[src/rtl/sysctl_pkg.sv]
package sysctl_pkg;
    localparam int WIN_AW = 12;
    localparam int LOOP_N = 8;

    localparam logic [WIN_AW-1:0] OFS_CFG0  = 12'h000;
    localparam logic [WIN_AW-1:0] OFS_CFG1  = 12'h004;
    localparam logic [WIN_AW-1:0] OFS_CFG2  = 12'h008;
    localparam logic [WIN_AW-1:0] OFS_CFG3  = 12'h00C;
    localparam logic [WIN_AW-1:0] OFS_CFG4  = 12'h010;
    localparam logic [WIN_AW-1:0] OFS_CFG5  = 12'h014;
    localparam logic [WIN_AW-1:0] OFS_CFG6  = 12'h018;
    localparam logic [WIN_AW-1:0] OFS_LOCK  = 12'h100;
    localparam logic [WIN_AW-1:0] OFS_AUXID = 12'hFF8;
    localparam logic [WIN_AW-1:0] OFS_ID    = 12'hFFC;

    typedef enum logic [3:0] {
        SEL_CFG0, SEL_CFG1, SEL_CFG2, SEL_CFG3, SEL_CFG4,
        SEL_CFG5, SEL_CFG6, SEL_LOCK, SEL_AUXID, SEL_ID, SEL_NONE
    } reg_sel_e;

    typedef enum logic [1:0] {
        ACC_IDLE, ACC_READ, ACC_WRITE, ACC_FAULT
    } acc_state_e;
endpackage

[src/rtl/sysctl_decode.sv]
module sysctl_decode
    import sysctl_pkg::*;
#(
    parameter logic [7:0] PN_A = 8'h24,
    parameter logic [7:0] PN_B = 8'h47
) (
    input  logic [WIN_AW-1:0] addr,
    input  logic [7:0]        part_no,
    output reg_sel_e          sel,
    output logic              present
);
    logic pair_ok;
    logic first_ok;

    always_comb begin
        pair_ok  = (part_no == PN_A) || (part_no == PN_B);
        first_ok = (part_no == PN_A);
        case (addr)
            OFS_CFG0:  sel = SEL_CFG0;
            OFS_CFG1:  sel = SEL_CFG1;
            OFS_CFG2:  sel = pair_ok  ? SEL_CFG2 : SEL_NONE;
            OFS_CFG3:  sel = SEL_CFG3;
            OFS_CFG4:  sel = SEL_CFG4;
            OFS_CFG5:  sel = pair_ok  ? SEL_CFG5 : SEL_NONE;
            OFS_CFG6:  sel = first_ok ? SEL_CFG6 : SEL_NONE;
            OFS_LOCK:  sel = SEL_LOCK;
            OFS_AUXID: sel = SEL_AUXID;
            OFS_ID:    sel = SEL_ID;
            default:   sel = SEL_NONE;
        endcase
        present = (sel != SEL_NONE);
    end
endmodule

[src/rtl/sysctl_access_fsm.sv]
module sysctl_access_fsm
    import sysctl_pkg::*;
(
    input  logic       clk,
    input  logic       rst_n,
    input  logic       req_valid,
    input  logic       req_write,
    input  logic       present,
    output logic       wr_en,
    output logic       rd_en,
    output logic       bad_access,
    output logic       rsp_live
);
    acc_state_e state;
    acc_state_e state_nxt;

    always_comb begin
        if (!req_valid)     state_nxt = ACC_IDLE;
        else if (!present)  state_nxt = ACC_FAULT;
        else if (req_write) state_nxt = ACC_WRITE;
        else                state_nxt = ACC_READ;
    end

    always_ff @(posedge clk or negedge rst_n) begin
        if (!rst_n) state <= ACC_IDLE;
        else        state <= state_nxt;
    end

    always_comb begin
        wr_en = req_valid && req_write && present;
        rd_en = req_valid && !req_write && present;
        bad_access = 1'b0;
        rsp_live   = 1'b0;
        unique case (state)
            ACC_IDLE:  ;
            ACC_READ:  rsp_live   = 1'b1;
            ACC_WRITE: ;
            ACC_FAULT: bad_access = 1'b1;
        endcase
    end

    assert_fault_cause_R7: assert property (@(posedge clk) disable iff (!rst_n)
        bad_access |-> $past(req_valid && !present));

    assert_read_cause_R2: assert property (@(posedge clk) disable iff (!rst_n)
        rsp_live |-> $past(req_valid && !req_write && present));
endmodule

[src/rtl/sysctl_lockstat.sv]
module sysctl_lockstat
    import sysctl_pkg::*;
(
    input  logic              clk,
    input  logic              rst_n,
    input  logic              wr_en,
    input  logic [LOOP_N-1:0] new_mask,
    input  logic [LOOP_N-1:0] locked,
    output logic [31:0]       word
);
    logic [LOOP_N-1:0] mask;
    logic              all_ok;

    always_ff @(posedge clk or negedge rst_n) begin
        if (!rst_n)     mask <= '1;
        else if (wr_en) mask <= new_mask;
    end

    always_comb begin
        all_ok = ((mask & locked) == mask);
        word   = {mask, locked, 15'b0, all_ok};
    end

    assert_mask_hold_R8: assert property (@(posedge clk) disable iff (!rst_n)
        !wr_en |=> (mask == $past(mask)));
endmodule

[src/rtl/brd_sysctl_regs.sv]
module brd_sysctl_regs
    import sysctl_pkg::*;
#(
    parameter logic [31:0] CFG0_RST  = 32'h0000_0003,
    parameter logic [31:0] CFG4_VAL  = 32'h0000_0102,
    parameter logic [31:0] AUXID_VAL = 32'h0201_0011,
    parameter logic [31:0] ID_VAL    = 32'h4104_1240,
    parameter logic [7:0]  PN_A      = 8'h24,
    parameter logic [7:0]  PN_B      = 8'h47,
    parameter int          LED_N     = 8
) (
    input  logic              clk,
    input  logic              rst_n,
    input  logic              req_valid,
    input  logic              req_write,
    input  logic [11:0]       req_addr,
    input  logic [31:0]       req_wdata,
    output logic [31:0]       rsp_rdata,
    output logic              bad_access,
    output logic              remap_out,
    output logic [LED_N-1:0]  led_out,
    input  logic [7:0]        loop_locked
);
    localparam logic [7:0] PART_NO   = ID_VAL[11:4];
    localparam bit         HAS_PAIR  = (PART_NO == PN_A) || (PART_NO == PN_B);
    localparam bit         HAS_FIRST = (PART_NO == PN_A);

    reg_sel_e    sel;
    logic        present;
    logic        wr_en;
    logic        rd_en;
    logic        rsp_live;
    logic [31:0] lock_word;
    logic [31:0] cfg0_q;
    logic [31:0] cfg1_q;
    logic [31:0] cfg2_q;
    logic [31:0] cfg5_q;
    logic [31:0] cfg6_q;
    logic [31:0] rd_mux;
    logic [31:0] rd_hold;

    sysctl_decode #(.PN_A(PN_A), .PN_B(PN_B)) u_dec (
        .addr    (req_addr),
        .part_no (PART_NO),
        .sel     (sel),
        .present (present)
    );

    sysctl_access_fsm u_fsm (
        .clk        (clk),
        .rst_n      (rst_n),
        .req_valid  (req_valid),
        .req_write  (req_write),
        .present    (present),
        .wr_en      (wr_en),
        .rd_en      (rd_en),
        .bad_access (bad_access),
        .rsp_live   (rsp_live)
    );

    sysctl_lockstat u_lock (
        .clk      (clk),
        .rst_n    (rst_n),
        .wr_en    (wr_en && (sel == SEL_LOCK)),
        .new_mask (req_wdata[31:24]),
        .locked   (loop_locked),
        .word     (lock_word)
    );

    always_ff @(posedge clk or negedge rst_n) begin
        if (!rst_n) begin
            cfg0_q <= CFG0_RST;
            cfg1_q <= '0;
        end else if (wr_en) begin
            if (sel == SEL_CFG0) cfg0_q <= req_wdata;
            if (sel == SEL_CFG1) cfg1_q <= req_wdata;
        end
    end

    generate
        if (HAS_PAIR) begin : g_pair
            always_ff @(posedge clk or negedge rst_n) begin
                if (!rst_n) begin
                    cfg2_q <= '0;
                    cfg5_q <= '0;
                end else if (wr_en) begin
                    if (sel == SEL_CFG2) cfg2_q <= req_wdata;
                    if (sel == SEL_CFG5) cfg5_q <= req_wdata;
                end
            end
        end else begin : g_no_pair
            assign cfg2_q = '0;
            assign cfg5_q = '0;
        end

        if (HAS_FIRST) begin : g_first
            always_ff @(posedge clk or negedge rst_n) begin
                if (!rst_n)                        cfg6_q <= '0;
                else if (wr_en && sel == SEL_CFG6) cfg6_q <= req_wdata;
            end
        end else begin : g_no_first
            assign cfg6_q = '0;
        end
    endgenerate

    always_comb begin
        unique case (sel)
            SEL_CFG0:  rd_mux = cfg0_q;
            SEL_CFG1:  rd_mux = cfg1_q;
            SEL_CFG2:  rd_mux = cfg2_q;
            SEL_CFG3:  rd_mux = '0;
            SEL_CFG4:  rd_mux = CFG4_VAL;
            SEL_CFG5:  rd_mux = cfg5_q;
            SEL_CFG6:  rd_mux = cfg6_q;
            SEL_LOCK:  rd_mux = lock_word;
            SEL_AUXID: rd_mux = AUXID_VAL;
            SEL_ID:    rd_mux = ID_VAL;
            default:   rd_mux = '0;
        endcase
    end

    always_ff @(posedge clk or negedge rst_n) begin
        if (!rst_n)     rd_hold <= '0;
        else if (rd_en) rd_hold <= rd_mux;
    end

    assign rsp_rdata = rsp_live ? rd_hold : '0;
    assign remap_out = cfg0_q[0];

    generate
        for (genvar i = 0; i < LED_N; i++) begin : g_led
            assign led_out[i] = cfg1_q[i];
        end
    endgenerate

    assert_remap_follow_R3: assert property (@(posedge clk) disable iff (!rst_n)
        (req_valid && req_write && req_addr == OFS_CFG0) |=> (remap_out == $past(req_wdata[0])));

    assert_led_follow_R4: assert property (@(posedge clk) disable iff (!rst_n)
        (req_valid && req_write && req_addr == OFS_CFG1) |=> (led_out == $past(req_wdata[LED_N-1:0])));

    assert_idle_zero_R2: assert property (@(posedge clk) disable iff (!rst_n)
        !(req_valid && !req_write) |=> (rsp_rdata == 32'h0));

    assert_id_value_R5: assert property (@(posedge clk) disable iff (!rst_n)
        (req_valid && !req_write && req_addr == OFS_ID) |=> (rsp_rdata == ID_VAL));

    assert_absent_cfg6_R6: assert property (@(posedge clk) disable iff (!rst_n)
        (req_valid && req_addr == OFS_CFG6 && PART_NO != PN_A) |=> bad_access);
endmodule

[config.mk]
export PLATFORM = sky130hd
export DESIGN_NAME = brd_sysctl_regs
export DESIGN_NICKNAME = d
export VERILOG_FILES = /design/src/rtl/sysctl_pkg.sv /design/src/rtl/sysctl_decode.sv /design/src/rtl/sysctl_access_fsm.sv /design/src/rtl/sysctl_lockstat.sv /design/src/rtl/brd_sysctl_regs.sv
export SDC_FILE = /design/constraint.sdc
export NUM_CORES = 1
export LEC_CHECK = 0
export BUFFER_PORTS_ARGS = -buffer_cell sky130_fd_sc_hd__buf_2
export CELL_PAD_IN_SITES_DETAIL_PLACEMENT = 0
export CELL_PAD_IN_SITES_GLOBAL_PLACEMENT = 1
export CORE_MARGIN = 2
export CORE_UTILIZATION = 35
export CTS_CLUSTER_SIZE = 8
export DETAILED_ROUTE_END_ITERATION = 10
export HOLD_SLACK_MARGIN = 0.15
export PLACE_DENSITY_LB_ADDON = 0.1
export SYNTH_ARGS = -nofsm -noshare
export SYNTH_HDL_FRONTEND = slang
export SYNTH_SLANG_ARGS = --single-unit
[constraint.sdc]
create_clock -name clk -period 2.4 [get_ports clk]
set_input_delay 0.6 -clock clk [delete_from_list [all_inputs] [get_ports clk]]
set_output_delay 0.6 -clock clk [all_outputs]
set_load 0.005 [all_outputs]
==> results of run 1 <==
[logic make-up after synthesis]
group	count (synthesis)
buf+inv	64
compound gates	111
mux	227
flops	202
simple gates	148
[cell usage after synthesis, types with 17 or more instances]
cell type	count	area share (%)
a22oi_1	20	1.5
and2_1	37	2.4
buf_2	17	0.87
buf_4	17	1.3
clkbuf_1	19	0.73
dfrtp_1	192	49
mux2_1	42	4.8
mux2_2	132	15
mux2_4	30	4.6
mux2i_1	23	2.3
nand2_1	23	0.88
o21ai_0	19	0.97
[routing by layer]
metal	vias up	global-route usage, %	routed length (um)	share of wire [%]
met4	4	5.564	752	2.5
met5	-	0	23	0.075
met1	3638	29.67	14120	46
met3	64	3.728	1659	5.4
li1	3168	-	-	-
met2	183	34.57	14120	46
[registers in the layout, indices dropped and copies added, names as in the netlist]
signal,count
cfg0_q,32
cfg1_q,32
cfg2_q,32
cfg5_q,32
cfg6_q,32
rd_hold,32
u_lock.mask,8
u_fsm.state,2
[worst max-delay path by stage]
stage	from	endpoint	slack, ns	depth (start not counted)
2_1_floorplan	req_addr[8]	rd_hold[23]$_DFFE_PN0P_	-0.15	7
3_3_place_gp	req_addr[9]	cfg1_q[5]$_DFFE_PN0P_	-0.35	7
3_5_place_dp	req_addr[9]	cfg1_q[4]$_DFFE_PN0P_	-0.34	7
4_1_cts	u_fsm.state[1]$_DFF_PN0_	rsp_rdata[27]	0.07	4
5_1_grt	u_fsm.state[1]$_DFF_PN0_	rsp_rdata[23]	0.03	4
6_report	u_fsm.state[1]$_DFF_PN0_	rsp_rdata[23]	0.10	4
[through the flow]
stage | utilization (%) | power [W] | TNS, ns
after detailed placement | 42.13 | 0.003935 | -45.28
after global placement | 42.13 | 0.003928 | -42.47
after global routing | 45.15 | 0.007910 | 0
final | 45.16 | 0.007599 | 0
after floorplan | - | 0.003615 | -10.99
after CTS | 45.15 | 0.007715 | 0
[repair_timing]
| action | 4_1_cts | 5_1_grt |
|---|---|---|
| hold endpoints to repair | 45 | 0 |
| hold buffers | 1 | 0 |
| endpoints found under the setup margin | 0 | 0 |
[power by group through the flow]
stage          Clock, W  Sequential (W)  Combinational, W
2_1_floorplan         0         0.00349          0.000125
3_3_place_gp          0         0.00349          0.000437
3_5_place_dp          0         0.00349          0.000443
4_1_cts         0.00384         0.00343          0.000446
5_1_grt         0.00400         0.00343          0.000479
6_report        0.00372         0.00344          0.000439
[critical path, cell delays in order (launching register included)]
cell and delay, ns:
dfrtp_1 0.38, nor2b_2 0.11, buf_4 0.32, and2_1 0.22
buf_2 0.13
[layout by cell type, fill, tap and decap left out, types with 3 or more instances in the layout]
| cell type | n |
|---|---|
| buf_2 | 96 |
| a22oi_1 | 20 |
| nor3_4 | 3 |
| o32ai_1 | 4 |
| nand2_1 | 23 |
| buf_12 | 16 |
| and2_1 | 37 |
| a211oi_1 | 5 |
| and3_1 | 3 |
| clkbuf_1 | 22 |
| a221o_1 | 11 |
| a22o_1 | 5 |
| a211o_1 | 3 |
| nand4_1 | 6 |
| o21ai_0 | 19 |
| nor2b_1 | 11 |
| nand3b_1 | 6 |
| a21oi_1 | 8 |
| dfstp_2 | 10 |
| buf_4 | 106 |
| a221oi_1 | 7 |
| o2bb2ai_1 | 3 |
| nor3_1 | 3 |
| mux2i_1 | 23 |
| clkbuf_16 | 29 |
| nand3_1 | 14 |
| dfrtp_1 | 192 |
| nor2_1 | 14 |
| nor4_1 | 4 |
| mux2_4 | 33 |
| mux2_2 | 130 |
| a32oi_1 | 3 |
| mux2_1 | 41 |
| inv_1 | 7 |
[final cells by class]
type / instances / share of cell area [%]
Clock buffer: 51 / 6.461
Multi-Input combinational cell: 486 / 35.93
Tap cell: 378 / 3.780
Antenna cell: 1 / 0.02000
Clock inverter: 2 / 0.1400
Inverter: 7 / 0.2100
Timing Repair Buffer: 220 / 12.95
Sequential cell: 202 / 40.50
==> qor.csv, run 1 <==
metric,value,unit
outcome,finished clean,
rows,61,
postSynth.asyncResetShare,100.0,%
worst_r2r_endpoint,rd_hold[0]$_DFFE_PN0P_,
critPathKind,reg -> out,
numCtsBuffers,29,
areaGrowthSynthToFinish,27.46,%
gp_routability_congestion,0.8325,
cts.sinks,202,
ys_seq_elements,202,
post_dp_cell_area,11670,sq um
drc,0,
min_period_over_period,95.63,%
end_kind,primary output,
drt-initial-drc-count,465,
multi_input_area,4496,sq um
nets,1002,
setup_ws,0.1049,ns
yosysSeqAreaShare,51.63,%
yosys.area_share.adder,0,%
hp-start,req_write,
cts_root_buf,clkbuf_16,
synth_top_family_by_area,multiplexers,
start_util,35.43,%
postCtsSetupRepairBufs,0,
vdd_drop_max,0.0003471,V
grt-ovfl-total,0,
skew,0.01156,ns
final_layout_size_suffix_gt1_share,46.18,%
grt_pass1_wl,47.15,mm
synth_mux_area_share,26.90,%
grt_pass1_vias,7709,
netlist_instances,752,
fp.dieH,171.5,um
power_density,607.4,nW/um^2
synth_cell_type_count,66,
tightestPinTransition,0.6098,ns
worst_r2r_path_depth,6,
max_freq,435.7,MHz
final_cells,1347,
dp_slack,-0.3406,ns
power.leakage,6.238,nW
dpl.hpwl,21.54,mm
comb_power_share,5.8,%
hp-class,in -> reg,
cp_data_arrival_time,1.70,ns
cts_repair_resize_count,0,
slew_viol_final,0,
regArea,5067,sq um
switching_share,23.13,%
vias_per_cell,5.239,
rrSetupSlack,0.44,ns
power.internal,0.005842,W
fillers,2579,
synth-warning-count,0,
synth_edf_count,0,
critical_path.reg2reg.startpoint,u_lock.mask[6]$_DFFE_PN1P_,
grt_max_degree,54,
synth-xor-area-share,0,%
syn_avg_cell_area,13.05,sq um
die_area,29400,sq um
grt.total_usage,21.38,%
synth_compound_area_share,8.885,%
setup_viol,0,
stdcell_area,12510,sq um
cts_tree,done,
worstPathRequired,1.80,ns
ctsHtreeMaxLevel,1,
drtAntennaViolNets,0,
rsz0062_at_grt,no,
clk_transition_reported_paths,0.05,ns
netlist_area,9816,sq um
cp-start-kind,register,
synth_flop_cell,dfrtp_1,
dpl.cell_count,1292,
dr.pass1.iters,5,
fin_crit,2.295,ns
p_switching,0.001757,W
portBuffers,97,
ios,98,
clockPowerShare,49.0,%
clock_latency,0.54,ns
core_area,27710,sq um
drv_cap,0,
antenna_found_initial,3,
routedWlPerCell,22.77,um
synthSimpleGateAreaFrac,9.050,%
hold_ws,0.3023,ns
hold_path_end,u_fsm.state[0]$_DFF_PN0_,
slew_headroom,58.30,%
syn_nets,808,
hold_viol,0,
cp_max_fo,32,
vias,7057,
routed_wl,30.68,mm
hold_path_depth,2,
power.share.sequential,45.2,%
cts.path.max_buffers,3,
fp.dieW,171.5,um
No activity file was read; power rests on OpenSTA's default activity.
==> run 2, diff against run 1 <==
- SETUP_SLACK_MARGIN: unset -> 0.3
==> run 2 against run 1 <==
Core utilization increased by 1.4 points; first-iteration DRC count down 4.3%; wire length is 4.9% higher; highest routed layer is now met4; sequential share of layout area down 1.2 points; die area unchanged; critical path type unchanged.
==> qor.csv, run 2 (same netlist as run 1, synthesis figures left out) <==
metric,value,unit
outcome,finished clean,
vias_per_cell,5.281,
nets,999,
cts.path.max_buffers,3,
min_period_over_period,89.86,%
routedWlPerCell,23.95,um
skew,0.01149,ns
hold_path_depth,2,
top_layer,met4,
hp-start,req_write,
drt-initial-drc-count,445,
worstPathRequired,1.80,ns
worst_r2r_endpoint,rd_hold[0]$_DFFE_PN0P_,
hold_viol,0,
route.met3.wl,1.511,mm
hold_path_end,u_fsm.state[0]$_DFF_PN0_,
grt_pass1_wl,47.79,mm
end_kind,primary output,
die_area,29400,sq um
hold_ws,0.3220,ns
rows,61,
regArea,5067,sq um
ctsHtreeMaxLevel,1,
tightestPinTransition,0.4837,ns
ios,98,
setup_viol,0,
num_antenna_cells,0,
clk_transition_reported_paths,0.06,ns
numCtsBuffers,29,
cp_max_fo,32,
post_dp_cell_area,11590,sq um
cts_root_buf,clkbuf_16,
power.leakage,6.357,nW
drc,0,
hp-class,in -> reg,
cp-start-kind,register,
cts_tree,done,
gp_routability_congestion,0.8770,
clock_latency,0.54,ns
fin_crit,2.157,ns
routed_wl,32.19,mm
grt-ovfl-total,0,
antenna_found_initial,0,
core_area,27710,sq um
p_switching,0.001803,W
wl_met2,14.93,mm
slew_headroom,66.92,%
start_util,35.43,%
critical_path.reg2reg.startpoint,u_lock.mask[0]$_DFFE_PN1P_,
slew_viol_final,0,
fp.dieW,171.5,um
vias,7098,
critPathKind,reg -> out,
dr.pass1.iters,5,
areaGrowthSynthToFinish,31.37,%
fp.dieH,171.5,um
clockPowerShare,49.8,%
cts.sinks,202,
dpl.hpwl,21.37,mm
power_density,599.6,nW/um^2
rsz0062_at_grt,yes,
drtAntennaViolNets,0,
final_cells,1344,
max_freq,463.7,MHz
final_cell_mix,"192 x dfrtp_1, 94 x mux2_2, 90 x buf_4, 89 x buf_2, 73 x mux2_4",
grt.total_usage,21.80,%
multi_input_area,4713,sq um
drv_cap,0,
grt_max_degree,66,
stdcell_area,12890,sq um
power.share.sequential,44.4,%
portBuffers,97,
grt_pass1_vias,7575,
wirelength_met1,14.84,mm
power.internal,0.005928,W
vdd_drop_max,0.0004039,V
layout_commonest_cell,dfrtp_1,
worst_r2r_path_depth,5,
rrSetupSlack,0.42,ns
final_layout_size_suffix_gt1_share,47.41,%
dpl.cell_count,1273,
switching_share,23.32,%
comb_power_share,5.8,%
cp_data_arrival_time,1.56,ns
fillers,2528,
[run 2: cell types whose count changed in the layout (fill, tap and decap cells not counted), sizes merged]
cell    change
buf         -9
clkbuf      +8
clkinv      -1
diode       -1
[run 2: cell type report]
| class | instances | area share (%) |
|---|---|---|
| clock buffer | 53 | 6.559 |
| sequential | 202 | 39.30 |
| inverter | 7 | 0.2038 |
| timing repair buffer | 217 | 13.65 |
| clock inverter | 1 | 0.06792 |
| tap | 378 | 3.668 |
| multi-input combinational | 486 | 36.55 |
[run 2: worst max-delay path by stage]
stage	startpoint	end	slack, ns	cells after the start
after floorplan	req_addr[8]	rd_hold[23]$_DFFE_PN0P_	-0.15	7
after global placement	req_addr[9]	cfg1_q[1]$_DFFE_PN0P_	-0.45	8
after detailed placement	req_addr[9]	cfg1_q[1]$_DFFE_PN0P_	-0.42	8
after CTS	u_fsm.state[1]$_DFF_PN0_	rsp_rdata[10]	0.18	4
after global routing	u_fsm.state[1]$_DFF_PN0_	rsp_rdata[30]	0.15	4
final	u_fsm.state[1]$_DFF_PN0_	rsp_rdata[30]	0.24	4
[run 2: what timing repair did]
action / in CTS / in global routing
pin swaps: 9 / 9
gates cloned: 2 / 3
hold buffers: 1 / 0
setup buffers: 8 / 3
setup endpoints to repair: 101 / 162
gates resized for setup: 24 / 31
endpoints found under the hold margin: 40 / 0
[run 2: power groups by stage]
stage	Sequential, W	Combinational [W]	Clock, W
CTS	0.00343	0.000441	0.00394
finish	0.00344	0.000447	0.00385
detailed placement	0.00349	0.000425	0
floorplan	0.00349	0.000124	0
global route	0.00343	0.000484	0.00411
global placement	0.00349	0.000418	0
[run 2: metrics by stage]
step	worst slack [ns]	power, W	TNS (ns)	utilization (%)
finish	0.2434	0.007731	0	46.54
global placement	-0.4456	0.003909	-48.16	41.82
floorplan	-0.1549	0.003614	-14.89	-
global route	0.1469	0.008024	0	46.54
detailed placement	-0.4168	0.003917	-48.99	41.82
CTS	0.1849	0.007815	0	45.81
[run 2: worst max-delay path, cell delays in order, from the launching register on]
cell     delay (ns)
dfrtp_1        0.38
nor2b_2        0.15
buf_12         0.20
and2_1         0.15
buf_2          0.11
[run 2: routing by layer]
metal | global-route usage (%) | up-vias
met5 | 0 | -
met4 | 6.780 | 0
met3 | 3.267 | 61
met2 | 34.75 | 208
met1 | 30.63 | 3665
li1 | - | 3164
